==> src/rtl/extirq_pkg.sv <==
package extirq_pkg;
  localparam int NPIN = 8;
  localparam int AW   = 3;

  localparam logic [AW-1:0] OFS_MODE_HI = 3'd0;
  localparam logic [AW-1:0] OFS_MODE_LO = 3'd1;
  localparam logic [AW-1:0] OFS_DIR     = 3'd2;
  localparam logic [AW-1:0] OFS_EN      = 3'd3;
  localparam logic [AW-1:0] OFS_DOUT    = 3'd4;
  localparam logic [AW-1:0] OFS_PIN     = 3'd5;
  localparam logic [AW-1:0] OFS_FLAG    = 3'd6;

  typedef enum logic [1:0] {
    TRIG_LEVEL = 2'b00,
    TRIG_RISE  = 2'b01,
    TRIG_FALL  = 2'b10,
    TRIG_BOTH  = 2'b11
  } trig_e;

  // edge match for one pin given the current and previous synchronised sample
  function automatic logic trig_hit(trig_e m, logic cur, logic prv);
    case (m)
      TRIG_RISE: return cur && !prv;
      TRIG_FALL: return !cur && prv;
      TRIG_BOTH: return cur != prv;
      default:   return 1'b0;
    endcase
  endfunction

  // request for one pin: level mode uses the active-low pin, edge modes the flag
  function automatic logic pin_request(trig_e m, logic is_out, logic en,
                                       logic cur, logic flag);
    if (is_out || !en) return 1'b0;
    return (m == TRIG_LEVEL) ? !cur : flag;
  endfunction
endpackage

==> src/rtl/extirq_sync.sv <==
module extirq_sync #(
  parameter int W      = 8,
  parameter int STAGES = 2
) (
  input  logic         clk,
  input  logic         rst_n,
  input  logic [W-1:0] async_in,
  output logic [W-1:0] sync_q,
  output logic [W-1:0] prev_q
);
  logic [W-1:0] chain [STAGES];

  generate
    for (genvar s = 0; s < STAGES; s++) begin : g_stage
      if (s == 0) begin : g_first
        always_ff @(posedge clk) begin
          if (!rst_n) chain[0] <= '0;
          else        chain[0] <= async_in;
        end
      end else begin : g_next
        always_ff @(posedge clk) begin
          if (!rst_n) chain[s] <= '0;
          else        chain[s] <= chain[s-1];
        end
      end
    end
  endgenerate

  always_ff @(posedge clk) begin
    if (!rst_n) prev_q <= '0;
    else        prev_q <= sync_q;
  end

  assign sync_q = chain[STAGES-1];

  p_prev_tracks_r4: assert property (@(posedge clk) disable iff (!rst_n)
    1'b1 |=> (prev_q == $past(sync_q)));
endmodule

==> src/rtl/extirq_regs.sv <==
module extirq_regs
  import extirq_pkg::*;
#(
  parameter int W = 8
) (
  input  logic           clk,
  input  logic           rst_n,
  input  logic           we,
  input  logic [AW-1:0]  addr,
  input  logic [W-1:0]   wdata,
  input  logic [W-1:0]   pin_sync,
  input  logic [W-1:0]   flags,
  output logic [2*W-1:0] mode_q,
  output logic [W-1:0]   dir_q,
  output logic [W-1:0]   en_q,
  output logic [W-1:0]   dout_q,
  output logic [W-1:0]   clr,
  output logic [W-1:0]   rdata
);
  always_ff @(posedge clk) begin
    if (!rst_n) begin
      mode_q <= '0;
      dir_q  <= '0;
      en_q   <= '0;
      dout_q <= '0;
    end else if (we) begin
      case (addr)
        OFS_MODE_HI: mode_q[2*W-1:W] <= wdata;
        OFS_MODE_LO: mode_q[W-1:0]   <= wdata;
        OFS_DIR:     dir_q           <= wdata;
        OFS_EN:      en_q            <= wdata;
        OFS_DOUT:    dout_q          <= wdata;
        default: ;
      endcase
    end
  end

  assign clr = (we && addr == OFS_FLAG) ? wdata : '0;

  always_comb begin
    case (addr)
      OFS_MODE_HI: rdata = mode_q[2*W-1:W];
      OFS_MODE_LO: rdata = mode_q[W-1:0];
      OFS_DIR:     rdata = dir_q;
      OFS_EN:      rdata = en_q;
      OFS_DOUT:    rdata = dout_q;
      OFS_PIN:     rdata = pin_sync;
      OFS_FLAG:    rdata = flags;
      default:     rdata = '0;
    endcase
  end

  p_dir_write_r2: assert property (@(posedge clk) disable iff (!rst_n)
    (we && addr == OFS_DIR) |=> (dir_q == $past(wdata)));
  p_pin_write_ignored_r3: assert property (@(posedge clk) disable iff (!rst_n)
    (we && addr == OFS_PIN) |=> ($stable(dir_q) && $stable(en_q) && $stable(dout_q) && $stable(mode_q)));
endmodule

==> src/rtl/extirq_detect.sv <==
module extirq_detect
  import extirq_pkg::*;
#(
  parameter int W = 8
) (
  input  logic           clk,
  input  logic           rst_n,
  input  logic [2*W-1:0] mode_q,
  input  logic [W-1:0]   dir_q,
  input  logic [W-1:0]   en_q,
  input  logic [W-1:0]   cur,
  input  logic [W-1:0]   prv,
  input  logic [W-1:0]   clr,
  output logic [W-1:0]   flags,
  output logic [W-1:0]   req,
  output logic [W-1:0]   hit
);
  logic [W-1:0] flag_d;

  generate
    for (genvar n = 0; n < W; n++) begin : g_pin
      if (n == 0) begin : g_reserved
        assign hit[n] = 1'b0;
        assign req[n] = 1'b0;
      end else begin : g_live
        trig_e mode_n;
        assign mode_n = trig_e'(mode_q[2*n+1 -: 2]);
        assign hit[n] = !dir_q[n] && trig_hit(mode_n, cur[n], prv[n]);
        assign req[n] = pin_request(mode_n, dir_q[n], en_q[n], cur[n], flags[n]);

        p_edge_latch_r4: assert property (@(posedge clk) disable iff (!rst_n)
          hit[n] |=> flags[n]);
        p_sticky_r6: assert property (@(posedge clk) disable iff (!rst_n)
          (hit[n] && clr[n]) |=> flags[n]);
        p_w1c_r5: assert property (@(posedge clk) disable iff (!rst_n)
          (clr[n] && !hit[n]) |=> !flags[n]);
        p_zero_keep_r5: assert property (@(posedge clk) disable iff (!rst_n)
          (!clr[n] && flags[n]) |=> flags[n]);
        p_level_noflag_r7: assert property (@(posedge clk) disable iff (!rst_n)
          (mode_n == TRIG_LEVEL && !flags[n]) |=> !flags[n]);
        p_output_quiet_r10: assert property (@(posedge clk) disable iff (!rst_n)
          dir_q[n] |-> !req[n]);
        p_edge_req_r8: assert property (@(posedge clk) disable iff (!rst_n)
          (mode_n != TRIG_LEVEL && !dir_q[n]) |-> (req[n] == (flags[n] && en_q[n])));
      end
    end
  endgenerate

  assign flag_d = (flags & ~clr) | hit;

  always_ff @(posedge clk) begin
    if (!rst_n) flags <= '0;
    else        flags <= flag_d;
  end

  p_reserved_r9: assert property (@(posedge clk) disable iff (!rst_n)
    !flags[0] && !req[0]);
endmodule

==> src/rtl/extirq_port.sv <==
module extirq_port
  import extirq_pkg::*;
#(
  parameter int SYNC_STAGES = 2
) (
  input  logic            clk,
  input  logic            rst_n,
  input  logic            bus_we,
  input  logic [AW-1:0]   bus_addr,
  input  logic [NPIN-1:0] bus_wdata,
  output logic [NPIN-1:0] bus_rdata,
  input  logic [NPIN-1:0] pin_in,
  output logic [NPIN-1:0] pin_out,
  output logic [NPIN-1:0] pin_oe,
  output logic [NPIN-1:0] irq_req
);
  logic [NPIN-1:0]   pin_sync, pin_prev;
  logic [2*NPIN-1:0] mode_q;
  logic [NPIN-1:0]   dir_q, en_q, dout_q, clr, flags, hit;

  extirq_sync #(.W(NPIN), .STAGES(SYNC_STAGES)) u_sync (
    .clk(clk), .rst_n(rst_n), .async_in(pin_in),
    .sync_q(pin_sync), .prev_q(pin_prev)
  );

  extirq_regs #(.W(NPIN)) u_regs (
    .clk(clk), .rst_n(rst_n), .we(bus_we), .addr(bus_addr), .wdata(bus_wdata),
    .pin_sync(pin_sync), .flags(flags), .mode_q(mode_q), .dir_q(dir_q),
    .en_q(en_q), .dout_q(dout_q), .clr(clr), .rdata(bus_rdata)
  );

  extirq_detect #(.W(NPIN)) u_detect (
    .clk(clk), .rst_n(rst_n), .mode_q(mode_q), .dir_q(dir_q), .en_q(en_q),
    .cur(pin_sync), .prv(pin_prev), .clr(clr), .flags(flags),
    .req(irq_req), .hit(hit)
  );

  assign pin_out = dout_q;
  assign pin_oe  = dir_q;

  p_reset_quiet_r1: assert property (@(posedge clk)
    !rst_n |=> (irq_req == '0 && pin_oe == '0 && pin_out == '0));
endmodule

==> config.mk <==
export PLATFORM = sky130hd
export DESIGN_NAME = extirq_port
export DESIGN_NICKNAME = d
export VERILOG_FILES = /design/src/rtl/extirq_pkg.sv /design/src/rtl/extirq_sync.sv /design/src/rtl/extirq_regs.sv /design/src/rtl/extirq_detect.sv /design/src/rtl/extirq_port.sv
export SDC_FILE = /design/constraint.sdc
export NUM_CORES = 1
export LEC_CHECK = 0
export ABC_AREA = 1
export BUFFER_PORTS_ARGS = -buffer_cell sky130_fd_sc_hd__buf_2
export CAP_MARGIN = 20
export CORE_MARGIN = 2
export CORE_UTILIZATION = 60
export CTS_BUF_LIST = sky130_fd_sc_hd__clkbuf_4 sky130_fd_sc_hd__clkbuf_8 sky130_fd_sc_hd__clkbuf_16
export CTS_CLUSTER_DIAMETER = 100
export DETAILED_ROUTE_END_ITERATION = 8
export PLACE_DENSITY_LB_ADDON = 0.25
export REMOVE_ABC_BUFFERS = 1
export SLEW_MARGIN = 0
export SYNTH_ARGS = -nofsm -noshare
export SYNTH_HDL_FRONTEND = slang
export SYNTH_SLANG_ARGS = --single-unit
==> constraint.sdc <==
create_clock -name clk -period 2.65 [get_ports clk]
set_clock_uncertainty 0.15 [all_clocks]
set_input_delay 0.6625 -clock clk [delete_from_list [all_inputs] [get_ports clk]]
set_output_delay 0.6625 -clock clk [all_outputs]
set_load 0.03 [all_outputs]
# --- Word-level counts from Yosys, hierarchy flattened ---
# Memory sizes are Yosys's and may differ from the RTL's.
# Cells that the tools add are included.
op_classes:
  n_mux: 41
  bitwise: 5
  reduce_logical: 70
  eq_ne: 34
ops:
  columns: ["operator", "n"]
  rows:
  - ["$pmux W8 S7", 1]
  - ["$mux W1", 30]
  - ["$eq A2 B2 Y1 const B", 14]
  - ["$logic_not A1 Y1", 28]
  - ["$mux W8", 3]
  - ["$logic_and A1 B1 Y1", 22]
  - ["$pmux W1 S3", 7]
  - ["$eq A2 B1 Y1 const B", 7]
  - ["$logic_not A2 Y1", 7]
  - ["$reduce_and A2 Y1", 5]
  - ["$eq A3 B3 Y1 const B", 3]
  - ["$and A8 B8 Y8", 1]
  - ["$not A8 Y8", 1]
  - ["$or A8 B8 Y8", 1]
  - ["$logic_or A1 B1 Y1", 7]
  - ["$ne A1 B1 Y1", 7]
  - ["$eq A3 B2 Y1 const B", 2]
  - ["$eq A3 B1 Y1 const B", 1]
  - ["$logic_not A3 Y1", 1]
  - ["$or A1 B1 Y1", 2]
word_totals:
  out_inout_bits: 32
  word_cells: 158
  regBits: 56
  ram_bits: 16
  mem_count: 1
memory_table:
  columns: ["memory", "words", "word_bits", "read_ports", "rd_ports_with_merged_regs", "write_ports", "line_no", "text"]
  rows:
  - ["u_sync.chain", 2, 8, 2, 0, 2, "extirq_sync.sv:11", "logic [W-1:0] chain [STAGES];"]

# --- Depth between registers and ports, before layout ---
# Gate-level depths: netlist of the first run.
logic_depth:
  depth_word: 6
  ltp_mapped: 9
  depth_no_buf: 7

# --- By module ---
# Synthesis of the first run repeated with hierarchy kept, for this count alone.
hier_totals:
  cells_unflattened: 581
  area_unflattened_um2: 3885.0
modules_own_cells:
  columns: ["mod", "area_each_um2", "cells_each", "instances"]
  rows:
  - ["extirq_regs", 2250.9, 346, 1]
  - ["extirq_detect", 950.9, 161, 1]
  - ["extirq_sync", 683.2, 74, 1]

# --- Worst setup path before layout of the first run ---
# OpenSTA, ideal clock, no wires.
synth_timing:
  path_type: "input port to output port"
  start: "input port bus_addr[2]"
  end: "output port bus_rdata[5]"
  setup_slack_ns: 0.262
  stages: 6
  arrival_ns: 1.576
  cell_sequence: "buf_2 > clkbuf_1 > nand3_1 > o21ai_0 > nor2_1 > nand2_1"
synth_via:
  elab_chain_len: 2
synth_lines:
  columns: ["item", "line_no", "text"]
  rows:
  - ["from (decl)", "extirq_port.sv:9", "input logic [AW-1:0] bus_addr,"]
  - ["$eq A3 B3 Y1, or another cell as far along", "extirq_regs.sv:41", "case (addr)"]
  - ["$pmux W8 S7 (*)", "extirq_regs.sv:41", null]
  - ["to (decl)", "extirq_port.sv:11", "output logic [NPIN-1:0] bus_rdata,"]
# Mark *: on every way between the ends. The rest lies on a longest branch, timed or not.

# --- Worst setup path after layout of the first run ---
layout_timing:
  start: "input port bus_addr[0]"
  end: "output port bus_rdata[7]"
# Same word-level chain as after synthesis.

==> results of run 1 <==
==> kinds of logic (layout without fill, tap and decap cells) <==
kind of cell / after synthesis / after routing / share of synthesized area
simple gates: 276 / 276 / 0.333
buf+inv: 116 / 180 / 0.133
compound gates: 71 / 71 / 0.0979
flops: 71 / 71 / 0.387
fa+ha+maj: 14 / 14 / 0.0477
other cells: 1 / 1 / 0.00102
==> timing repair <==
action,4_1_cts,5_1_grt
setup endpoints to repair,0,6
setup buffers,0,2
gates resized for setup,0,3
==> metrics by stage <==
stage,worst slack (ns),hold slack [ns],utilization
3_5_place_dp,0.0756,0.251,0.680
3_3_place_gp,0.101,0.243,0.680
6_report,0.0778,0.265,0.715
4_1_cts,0.0508,0.269,0.711
5_1_grt,0.0264,0.279,0.715
2_1_floorplan,0.471,0.240,-
==> Yosys cell counts, drive strengths merged <==
library cell,count,area share
a21oi,30,0.041
a41oi,1,0.0024
buf,12,0.025
clkbuf,7,0.0072
conb,1,0.0010
dfxtp,71,0.39
ha,14,0.048
inv,97,0.10
nand2,134,0.14
nand3,25,0.035
nand4,10,0.019
nor2,99,0.12
nor3,8,0.012
o21ai,40,0.055
==> final cells by class <==
| type | count | share of cell area |
|---|---|---|
| multi-input combinational | 362 | 0.416 |
| sequential | 71 | 0.336 |
| timing repair buffer | 67 | 0.0946 |
| inverter | 97 | 0.0884 |
| clock buffer | 13 | 0.0393 |
| tap | 75 | 0.0222 |
| clock inverter | 3 | 0.00414 |
==> power groups by stage <==
stage	Sequential [mW]	Combinational [mW]	Clock, mW
2_1_floorplan	1.17	0.152	0
3_3_place_gp	1.16	0.281	0
3_5_place_dp	1.16	0.289	0
4_1_cts	1.13	0.291	0.822
5_1_grt	1.14	0.330	0.861
6_report	1.13	0.298	0.818
==> flip-flops by register name (all words and copies together), names as in the netlist <==
signal / count
u_regs.mode_q: 16
u_regs.en_q: 8
u_detect.flags: 8
u_sync.chain: 16
u_sync.prev_q: 7
u_regs.dir_q: 8
u_regs.dout_q: 8
==> worst reg2reg max path: stages (launching register included) <==
cell and delay, ns:
sky130_fd_sc_hd__dfxtp_1 0.40, sky130_fd_sc_hd__inv_1 0.10, sky130_fd_sc_hd__ha_1 0.30, sky130_fd_sc_hd__inv_1 0.05
sky130_fd_sc_hd__nand2_1 0.04, sky130_fd_sc_hd__nand3_1 0.06, sky130_fd_sc_hd__nand2_1 0.06, sky130_fd_sc_hd__a21oi_1 0.15
==> metal layers <==
metal | share of wire | vias up | global-route usage
met5 | 0 | - | 0
met4 | 0.024 | 0 | 0.135
met3 | 0.073 | 29 | 0.0413
met2 | 0.48 | 147 | 0.486
met1 | 0.43 | 1649 | 0.375
li1 | - | 1799 | -
==> cells in the final DEF, fill, tap and decap left out, types with 2 or more instances in the layout <==
master                     count
sky130_fd_sc_hd__o21ai_0      39
sky130_fd_sc_hd__nor2_1       93
sky130_fd_sc_hd__nand4_1       9
sky130_fd_sc_hd__a21oi_1      30
sky130_fd_sc_hd__nor3_1        7
sky130_fd_sc_hd__nand2_2       2
sky130_fd_sc_hd__clkbuf_4      4
sky130_fd_sc_hd__buf_4        12
sky130_fd_sc_hd__inv_4         4
sky130_fd_sc_hd__clkbuf_8     11
sky130_fd_sc_hd__nand3_1      24
sky130_fd_sc_hd__buf_2        51
sky130_fd_sc_hd__nand2_4       2
sky130_fd_sc_hd__nand2_1     130
sky130_fd_sc_hd__inv_1        92
sky130_fd_sc_hd__nor2_8        5
sky130_fd_sc_hd__buf_12        2
sky130_fd_sc_hd__ha_1         14
sky130_fd_sc_hd__clkinv_2      2
sky130_fd_sc_hd__dfxtp_1      71
==> final timing paths <==
path	from	end	slack [ns]	cells past startpoint
setup / recovery	bus_addr[0]	bus_rdata[7]	0.08	9
hold / removal	u_sync.chain[0][2]$_SDFF_PN0_	u_sync.chain[1][2]$_SDFF_PN0_	0.27	2
setup reg to reg	u_sync.chain[1][3]$_SDFF_PN0_	u_detect.flags[3]$_SDFF_PN0_	1.26	7
hold reg to reg	u_sync.chain[0][2]$_SDFF_PN0_	u_sync.chain[1][2]$_SDFF_PN0_	0.27	2
==> out/summary.txt, run 1 <==
WORST SETUP PATH
---------------------------------------------------------------------------------
Crit path max-delay cell type                                        sky130_fd_sc_hd__buf_2
Longest individual stage delay on the worst path                          0.19 ns
Startpoint kind of the worst setup timing path                          input pin
Cell mode on critical path                                           sky130_fd_sc_hd__buf_2
Max FO, Critical Path                                                           5
Data arrival time of the worst path                                       1.76 ns
Delay-heaviest family, CP                                            buffers and inverters
Buffer and inverter count on the worst path                                     4
Worst path required time                                                  1.84 ns
Setup Crit Path Kind                                                 input pin to output pin
Ordered list of cells on the worst path                              buf_2 -> buf_12 -> nor2_8 -> buf_4 -> nand3_1 -> o21ai_0 -> nor2_1 -> nand2_1 -> buf_2
Worst setup EP type                                                    output pin

PWR
---------------------------------------------------------------------------------
Fraction of power consumed by combinational cells                           0.132
Proportion of power drawn by the clock network                              0.364
Part of the total power dissipated in sequential elements                   0.504
Internal power                                                            1.61 mW
Power per cell area                                                   531 nW/um^2
Worst vdd rail ir drop                                                   0.314 mV
P_leak                                                                    2.14 nW
Switching part of the total power                                           0.284
Switching component of the power                                         0.639 mW
Post-route total power                                                    2.25 mW

GLOBAL ROUTE
---------------------------------------------------------------------------------
Largest net degree at the start of global routing                              46
Initial antenna violation count                                                 0
Overall Global Routing Usage                                                0.293
Wire length of the first global-routing pass                             14800 um
Via count of the first global-routing pass                                   3238
Overflow left after global routing                                              0

DRT
---------------------------------------------------------------------------------
Via count                                                                    3624
Iteration count of the initial detailed-routing pass                            6
Number of antenna-violating nets in the routed design                           0
DRC marker count from the first detailed-route iteration                      306
DRC violations left                                                             0
Average wire length per cell after detail routing                         13.4 um
Total Wirelength                                                          9250 um
Routed vias/inst                                                             5.27

FINAL LAYOUT
---------------------------------------------------------------------------------
Area grow syn2layout                                                        15.4%
Final cell count without fillers                                              688
Nets                                                                          644
Antenna diode count                                                             0
Share of post-route cells with drive strength above 1                       0.165
Area used by multi-input combinational logic                            1760 um^2
Combined flip-flop and latch cell area                                  1420 um^2
FILL cells                                                                    512
Post-layout instance area                                               4230 um^2

RUN
---------------------------------------------------------------------------------
Max-cap violations                                                              0

CLOCK NETWORK
---------------------------------------------------------------------------------
Clock root buffer master                                             sky130_fd_sc_hd__clkbuf_8
CTS HTree Levels                                                                3
Clock tree buffer depth                                                         2
Clock latency of the later-clocked register in the worst-skew pair        0.35 ns
Clock-pin transition on the worst setup and hold timing paths             0.07 ns
Sink Count                                                                     71
Clock buffers created by TritonCTS                                              9
Hold buffer count at CTS                                                        0
TritonCTS clock tree                                                          yes

SYNTHESIS
---------------------------------------------------------------------------------
Number of instances in the synthesized netlist                                549
Cell area after technology mapping                                      3670 um^2
Number of storage elements in the synthesis netlist                            71
Count of different cell masters after synthesis                                27
Post-Syn Area per Cell                                                  6.68 um^2
Warnings from Yosys                                                             0
Seq/Total Area, Yosys                                                       0.387

FLOORPLAN
---------------------------------------------------------------------------------
Area of the core                                                        5920 um^2
Number of core rows                                                            28
Y dimension of the die                                                    82.2 um
Number of placed I/O pins                                                      54
Starting density of the core                                                0.620
Overall die width                                                         82.2 um
Area enclosed by the die boundary                                       6760 um^2

STA
---------------------------------------------------------------------------------
Minimum clock period after layout                                         2.57 ns
Setup violations, final                                                         0
Worst-case headroom to the max-slew limit                                   0.636
Sum of negative setup slack                                                  0 ns
Final Max Tran Viols                                                            0
Unrepaired setup endpoints after global routing                             false
Final worst path period share                                               0.971
Slew @ Worst Pin                                                         0.545 ns
Count of endpoints failing hold in the final timing report                      0
Maximum operating frequency                                               389 MHz

PLACEMENT
---------------------------------------------------------------------------------
Post-DP HPWL                                                              6310 um
Post-Place Cells                                                              670
DP Area                                                                 4030 um^2
GPL Wtd Cong                                                                0.896
Number of port buffers                                                         52

STATUS
---------------------------------------------------------------------------------
Run status                                                           finished, final reports clean

MIN PATH
---------------------------------------------------------------------------------
Hold Crit Class                                                      flop to flop

Power figures use the tool's default switching activity.
==> run 2, diff against run 1 <==
--- a/config.mk
+++ b/config.mk
@@ -14,8 +14,8 @@
 export CTS_CLUSTER_DIAMETER = 100
 export DETAILED_ROUTE_END_ITERATION = 8
 export PLACE_DENSITY_LB_ADDON = 0.25
-export REMOVE_ABC_BUFFERS = 1
 export SLEW_MARGIN = 0
 export SYNTH_ARGS = -nofsm -noshare
 export SYNTH_HDL_FRONTEND = slang
+export SYNTH_HIERARCHICAL = 1
 export SYNTH_SLANG_ARGS = --single-unit
==> run 2 against run 1 <==
Against the previous run: count of clock-buffer cells in the layout fell by 2; critical path depth is the same; first-iteration DRC count grew 14%; flip-flop and latch count is the same; die area grew 4.0%; synthesized area grew 4.2%; final cell count is 2.0% higher; power shrank 3.7%; clock power is 9.0% lower.
==> out/summary.txt, run 2 <==
MIN PATH
---------------------------------------------------------------------------------
Hold path endpoint                                                   u_sync/chain[1][3]$_SDFF_PN0_
Hold Crit Class                                                      flop to flop
Count of cells along the worst hold path                                        2   unchanged
Startpoint of the most critical hold path                            u_sync/chain[0][3]$_SDFF_PN0_

DRT
---------------------------------------------------------------------------------
Iteration count of the initial detailed-routing pass                            5   -1
Via count                                                                    3880   +7.1%
Met3 wire length                                                           876 um   +29%
Uppermost layer routed                                                       met4
Average wire length per cell after detail routing                         14.8 um   +10%
DRC violations left                                                             0   unchanged
Routed met1 length                                                        4300 um   +9.4%
Total Wirelength                                                         10400 um   +12%
Routed vias/inst                                                             5.53   +4.9%
Number of antenna-violating nets in the routed design                           0   unchanged
Total met2 wirelength after detailed routing                              4830 um   +9.5%
DRC marker count from the first detailed-route iteration                      350   +14%

SYNTHESIS
---------------------------------------------------------------------------------
Cell area after technology mapping                                      3820 um^2   +4.2%
Post-Syn Area per Cell                                                  6.71 um^2   +0.39%
Post-Synthesis Net Count                                                      606
Number of instances in the synthesized netlist                                570   +3.8%
Warnings from Yosys                                                             6   +6

WORST SETUP PATH
---------------------------------------------------------------------------------
Setup Crit Path Kind                                                 input pin to output pin
Worst setup path startpoint                                           bus_addr[0]
Ordered list of cells on the worst path                              buf_2 -> nand2_1 -> nor2_4 -> buf_12 -> nand2_1 -> nand2_1 -> nor2_1 -> nand2_1 -> buf_2
Max FO, Critical Path                                                          15   +10
Depth of the worst register-to-register path                                    7   unchanged
Data arrival time of the worst path                                       1.75 ns   about the same
Crit Reg-Reg Endpoint                                                u_detect/flags[7]$_SDFF_PN0_
Worst path required time                                                  1.84 ns   about the same
Critical register-to-register path startpoint                        u_sync/chain[1][7]$_SDFF_PN0_
Buffer and inverter count on the worst path                                     3   -1
Worst setup EP type                                                    output pin
Crit path max-delay cell type                                        sky130_fd_sc_hd__buf_2
Cell mode on critical path                                           sky130_fd_sc_hd__nand2_1
Register-to-Register Setup Slack                                          1.26 ns   about the same
Longest individual stage delay on the worst path                          0.24 ns   +0.05 ns
Delay-heaviest family, CP                                            buffers and inverters
Startpoint kind of the worst setup timing path                          input pin

STA
---------------------------------------------------------------------------------
Setup violations, final                                                         0   unchanged
Count of endpoints failing hold in the final timing report                      0   unchanged
Crit path setup slack, layout                                           0.0862 ns   +0.00845 ns
Final Max Tran Viols                                                            0   unchanged
Maximum operating frequency                                               390 MHz   +0.33%
Sum of negative setup slack                                                  0 ns   unchanged
Unrepaired setup endpoints after global routing                             false
Minimum clock period after layout                                         2.56 ns   -0.00845 ns
Final worst path period share                                               0.967   -0.00319

FINAL LAYOUT
---------------------------------------------------------------------------------
Registers with the highest flip-flop counts                          u_regs/mode_q: 16 flops, u_sync/chain: 16 flops
Final core area utilization                                                 0.701   -0.0140
Most used cells in the layout excluding fill and tap cells           sky130_fd_sc_hd__nand2_1, sky130_fd_sc_hd__inv_1, sky130_fd_sc_hd__nor2_1
Share of post-route cells with drive strength above 1                       0.163   -0.00156
Antenna diode count                                                             0   unchanged
Most common cell after layout, fill and taps aside                   sky130_fd_sc_hd__nand2_1
Nets                                                                          657   +2.0%
Area grow syn2layout                                                        14.4%
Post-layout instance area                                               4380 um^2   +3.3%

CLOCK NETWORK
---------------------------------------------------------------------------------
Sink Count                                                                     71   unchanged
CTS HTree Levels                                                                3   unchanged
TritonCTS clock tree                                                          yes
Clock root buffer master                                             sky130_fd_sc_hd__clkbuf_8
Clock tree buffer depth                                                         2   unchanged
Buffers inserted during post-CTS setup optimization                             0   unchanged
Cts repair resizes                                                              0   unchanged
Clock latency of the later-clocked register in the worst-skew pair        0.34 ns   about the same
Hold buffer count at CTS                                                        0   unchanged
Clock-pin transition on the worst setup and hold timing paths             0.07 ns   about the same
Clock buffers created by TritonCTS                                              9   unchanged

PLACEMENT
---------------------------------------------------------------------------------
DP Area                                                                 4210 um^2   +4.6%
Post-placement setup slack                                               0.104 ns   +0.0286 ns
GPL Wtd Cong                                                                0.961   +7.3%
Number of port buffers                                                         52   unchanged
Post-DP HPWL                                                              7240 um   +15%

GLOBAL ROUTE
---------------------------------------------------------------------------------
Initial antenna violation count                                                 0   unchanged
Wire length of the first global-routing pass                             16900 um   +14%
Via count of the first global-routing pass                                   3633   +12%
Largest net degree at the start of global routing                              52   +13%
Overall Global Routing Usage                                                0.302   +0.00923
Overflow left after global routing                                              0   unchanged

FLOORPLAN
---------------------------------------------------------------------------------
Overall die width                                                         83.8 um   +2.0%
Starting density of the core                                                0.613   -0.00694
Number of placed I/O pins                                                      54   unchanged
Y dimension of the die                                                    83.8 um   +2.0%
Area enclosed by the die boundary                                       7030 um^2   +4.0%
Area of the core                                                        6240 um^2   +5.4%
Number of core rows                                                            29   +3.6%

PWR
---------------------------------------------------------------------------------
Worst vdd rail ir drop                                                   0.405 mV   +29%
Power per cell area                                                   495 nW/um^2   -6.8%
P_leak                                                                    2.11 nW   -1.3%

STATUS
---------------------------------------------------------------------------------
Run status                                                           finished, final reports clean

RUN
---------------------------------------------------------------------------------
Max-cap violations                                                              0   unchanged

## run 2: worst register-to-register path, stage by stage (launching register included)
cell and delay [ns]:
sky130_fd_sc_hd__dfxtp_1 0.48, sky130_fd_sc_hd__inv_1 0.08, sky130_fd_sc_hd__ha_1 0.29, sky130_fd_sc_hd__inv_1 0.05, sky130_fd_sc_hd__nand2_1 0.04, sky130_fd_sc_hd__nand3_1 0.07, sky130_fd_sc_hd__nand2_1 0.07, sky130_fd_sc_hd__a21oi_2 0.10
## run 2: final cells by class
cell class,instances,area (um^2)
clock buffers,11,139
clock inverters,4,23.8
fillers,565,1870
inverters,86,323
multi-input cells,386,1950
flip-flops and latches,71,1420
well taps,77,96.3
repair buffers,67,423
## run 2: layer usage
layer  up-vias  global-route usage
met5         -                   0
met4         0               0.151
met3        32              0.0544
met2       187               0.496
met1      1742               0.381
li1       1919                   -
## run 2: how the worst max path moves through the flow
stage	slack (ns)	end	depth (start not counted)
2_1_floorplan	0.21	bus_rdata[6]	7
5_1_grt	0.005	bus_rdata[4]	9
3_5_place_dp	0.10	bus_rdata[5]	9
3_3_place_gp	0.13	bus_rdata[5]	9
4_1_cts	0.09	bus_rdata[5]	9
6_report	0.09	bus_rdata[5]	9
## run 2: report_power, final
part / total [mW] / switching, mW / internal [mW]
Combinational: 0.287 / 0.194 / 0.0936
Clock: 0.744 / 0.392 / 0.353
Sequential: 1.14 / 0.0342 / 1.10
Total: 2.17 / 0.620 / 1.55
## run 2: per-stage QoR
| step | std cells | power, mW | hold slack (ns) |
|---|---|---|---|
| 3_5_place_dp | 687 | 1.44 | 0.253 |
| 4_1_cts | 702 | 2.18 | 0.271 |
| 2_1_floorplan | 570 | 1.34 | 0.240 |
| 3_3_place_gp | 687 | 1.43 | 0.244 |
| 6_report | 702 | 2.17 | 0.268 |
| 5_1_grt | 702 | 2.25 | 0.290 |
==> run 3, diff against run 2 <==
--- a/config.mk
+++ b/config.mk
@@ -8,8 +8,10 @@
 export ABC_AREA = 1
 export BUFFER_PORTS_ARGS = -buffer_cell sky130_fd_sc_hd__buf_2
 export CAP_MARGIN = 20
+export CELL_PAD_IN_SITES_DETAIL_PLACEMENT = 1
+export CELL_PAD_IN_SITES_GLOBAL_PLACEMENT = 1
 export CORE_MARGIN = 2
-export CORE_UTILIZATION = 60
+export CORE_UTILIZATION = 44
 export CTS_BUF_LIST = sky130_fd_sc_hd__clkbuf_4 sky130_fd_sc_hd__clkbuf_8 sky130_fd_sc_hd__clkbuf_16
 export CTS_CLUSTER_DIAMETER = 100
 export DETAILED_ROUTE_END_ITERATION = 8
==> run 3 against run 2 <==
Against the previous run: combinational power is 6% higher; hold slack better by 0.0022 ns; global-route usage down 3.0 points; count of clock-buffer cells in the layout stayed put; via count grew 3.3%; sequential share of layout area shrank 0.98 points; cell area grew 3.1%; flip-flop and latch count did not move; register-to-register slack improved by 0.02 ns; first-iteration DRC count fell by 19%; largest cell class unchanged; die area is 34% higher.
==> out/summary.txt, run 3 (synthesized netlist as in run 2, its figures left out) <==
STATUS
---------------------------------------------------------------------------------
Run status                                                           finished, final reports clean

WORST SETUP PATH
---------------------------------------------------------------------------------
Data arrival time of the worst path                                       1.79 ns   +0.04 ns
Worst setup EP type                                                    output pin
Max FO, Critical Path                                                          17   +2
Setup Crit Path Kind                                                 input pin to output pin
Startpoint kind of the worst setup timing path                          input pin
Worst path required time                                                  1.84 ns   about the same

GLOBAL ROUTE
---------------------------------------------------------------------------------
Via count of the first global-routing pass                                   4022   +11%
Overflow left after global routing                                              0   unchanged
Overall Global Routing Usage                                                0.272   -0.0298
Largest net degree at the start of global routing                              28   -46%
Wire length of the first global-routing pass                             20400 um   +21%
Initial antenna violation count                                                 0   unchanged

PLACEMENT
---------------------------------------------------------------------------------
Post-placement setup slack                                              0.0870 ns   -0.0172 ns
GPL Wtd Cong                                                                0.906   -5.8%
Number of port buffers                                                         52   unchanged
Post-Place Cells                                                              720   +4.8%
Post-DP HPWL                                                              8970 um   +24%

MIN PATH
---------------------------------------------------------------------------------
Hold Crit Class                                                      flop to flop

RUN
---------------------------------------------------------------------------------
Max-cap violations                                                              0   unchanged

CLOCK NETWORK
---------------------------------------------------------------------------------
Sink Count                                                                     71   unchanged
Buffers inserted during post-CTS setup optimization                             0   unchanged
Clock-pin transition on the worst setup and hold timing paths             0.08 ns   about the same
TritonCTS clock tree                                                          yes
Clock tree buffer depth                                                         2   unchanged
CTS HTree Levels                                                                3   unchanged
Clock buffers created by TritonCTS                                              9   unchanged
Clock root buffer master                                             sky130_fd_sc_hd__clkbuf_8
Hold buffer count at CTS                                                        0   unchanged
Clock latency of the later-clocked register in the worst-skew pair        0.35 ns   about the same

FINAL LAYOUT
---------------------------------------------------------------------------------
Final cell count without fillers                                              737   +5.0%
FILL cells                                                                   1178   +110%
Area used by multi-input combinational logic                            1960 um^2   +0.71%
Antenna diode count                                                             0   unchanged
Registers with the highest flip-flop counts                          u_regs/mode_q: 16 flops, u_sync/chain: 16 flops
Area grow syn2layout                                                        18.0%
Combined flip-flop and latch cell area                                  1420 um^2   unchanged
Nets                                                                          660   +0.46%
Share of post-route cells with drive strength above 1                       0.169   +0.00532
Most common cell after layout, fill and taps aside                   sky130_fd_sc_hd__nand2_1
Most used cells in the layout excluding fill and tap cells           sky130_fd_sc_hd__nand2_1, sky130_fd_sc_hd__inv_1, sky130_fd_sc_hd__nor2_1

DRT
---------------------------------------------------------------------------------
Via count                                                                    4007   +3.3%
DRC marker count from the first detailed-route iteration                      284   -19%
DRC violations left                                                             0   unchanged
Number of antenna-violating nets in the routed design                           0   unchanged
Routed vias/inst                                                             5.44   -1.6%
Total Wirelength                                                         12600 um   +21%
Average wire length per cell after detail routing                         17.1 um   +15%
Iteration count of the initial detailed-routing pass                            5   unchanged

STA
---------------------------------------------------------------------------------
Final worst path period share                                               0.982   +0.0141
Unrepaired setup endpoints after global routing                             false
Count of endpoints failing hold in the final timing report                      0   unchanged
Setup violations, final                                                         0   unchanged
Minimum clock period after layout                                         2.60 ns   +0.0374 ns
Crit path setup slack, layout                                           0.0488 ns   -0.0374 ns
Maximum operating frequency                                               384 MHz   -1.4%
Sum of negative setup slack                                                  0 ns   unchanged
Final Max Tran Viols                                                            0   unchanged

PWR
---------------------------------------------------------------------------------
Worst vdd rail ir drop                                                   0.306 mV   -24%
Power per cell area                                                   541 nW/um^2   +9.3%
P_leak                                                                    2.14 nW   +1.7%
Post-route total power                                                    2.44 mW   +13%

FLOORPLAN
---------------------------------------------------------------------------------
Area enclosed by the die boundary                                       9450 um^2   +34%
Overall die width                                                         97.2 um   +16%
Number of core rows                                                            34   +17%
Number of placed I/O pins                                                      54   unchanged
Y dimension of the die                                                    97.2 um   +16%
Area of the core                                                        8590 um^2   +38%
Starting density of the core                                                0.445   -0.168

run 3: cell types whose count changed in the layout (fill, tap and decap cells not counted):
| cell | change |
|---|---|
| sky130_fd_sc_hd__buf_2 | -1 |
| sky130_fd_sc_hd__inv_4 | +1 |
| sky130_fd_sc_hd__bufinv_16 | +2 |
| sky130_fd_sc_hd__clkinvlp_4 | +1 |
| sky130_fd_sc_hd__buf_4 | +2 |
| sky130_fd_sc_hd__clkinv_2 | -2 |
| sky130_fd_sc_hd__nand3_2 | -1 |
| sky130_fd_sc_hd__inv_2 | -1 |
| sky130_fd_sc_hd__nand3_4 | +1 |
| sky130_fd_sc_hd__nor2_2 | +1 |
| sky130_fd_sc_hd__clkbuf_8 | +1 |
run 3: worst max-delay path: stages:
cell and delay [ns]:
sky130_fd_sc_hd__buf_2 0.21, sky130_fd_sc_hd__buf_4 0.27, sky130_fd_sc_hd__nand3_1 0.16, sky130_fd_sc_hd__nand2_1 0.12, sky130_fd_sc_hd__nor2_1 0.06, sky130_fd_sc_hd__nand2_1 0.10, sky130_fd_sc_hd__buf_2 0.20
run 3: where the power goes:
part / total, mW / internal [mW] / switching (mW)
Combinational: 0.305 / 0.0974 / 0.208
Sequential: 1.14 / 1.10 / 0.0350
Clock: 1.00 / 0.567 / 0.434
run 3: area by class of cell:
| type | instances | area share |
|---|---|---|
| Inverter | 86 | 0.0721 |
| Clock buffer | 11 | 0.0322 |
| Sequential cell | 71 | 0.315 |
| Tap cell | 108 | 0.0300 |
| Multi-Input combinational cell | 387 | 0.435 |
| Clock inverter | 5 | 0.0180 |
| Timing Repair Buffer | 69 | 0.0976 |
run 3: what timing repair did:
item / 4_1_cts / 5_1_grt
resized for setup: 0 / 3
hold endpoints to repair: 0 / 0
setup endpoints to repair: 0 / 6
run 3: stage by stage:
stage | area (um^2) | util | hold slack [ns]
2_1_floorplan | 3820 | - | 0.240
3_3_place_gp | 4270 | 0.497 | 0.244
3_5_place_dp | 4270 | 0.497 | 0.253
4_1_cts | 4490 | 0.523 | 0.273
5_1_grt | 4510 | 0.525 | 0.303
6_report | 4510 | 0.525 | 0.270
run 3: worst paths after layout:
check | depth (start not counted) | end | slack, ns | from
max reg2reg | 7 | u_detect/flags[1]$_SDFF_PN0_ | 1.28 | u_sync/chain[1][1]$_SDFF_PN0_
max | 7 | bus_rdata[4] | 0.05 | bus_addr[2]
min reg2reg | 2 | u_sync/chain[1][2]$_SDFF_PN0_ | 0.27 | u_sync/chain[0][2]$_SDFF_PN0_
min | 2 | u_sync/chain[1][2]$_SDFF_PN0_ | 0.27 | u_sync/chain[0][2]$_SDFF_PN0_
run 3: metal layers:
layer	global-route usage	vias to the layer above	wire, um	share of wire
met5	0	-	0	0
met4	0.106	0	343	0.027
met3	0.0475	32	622	0.049
met2	0.459	116	6020	0.48
met1	0.348	1938	5600	0.45
li1	-	1921	-	-
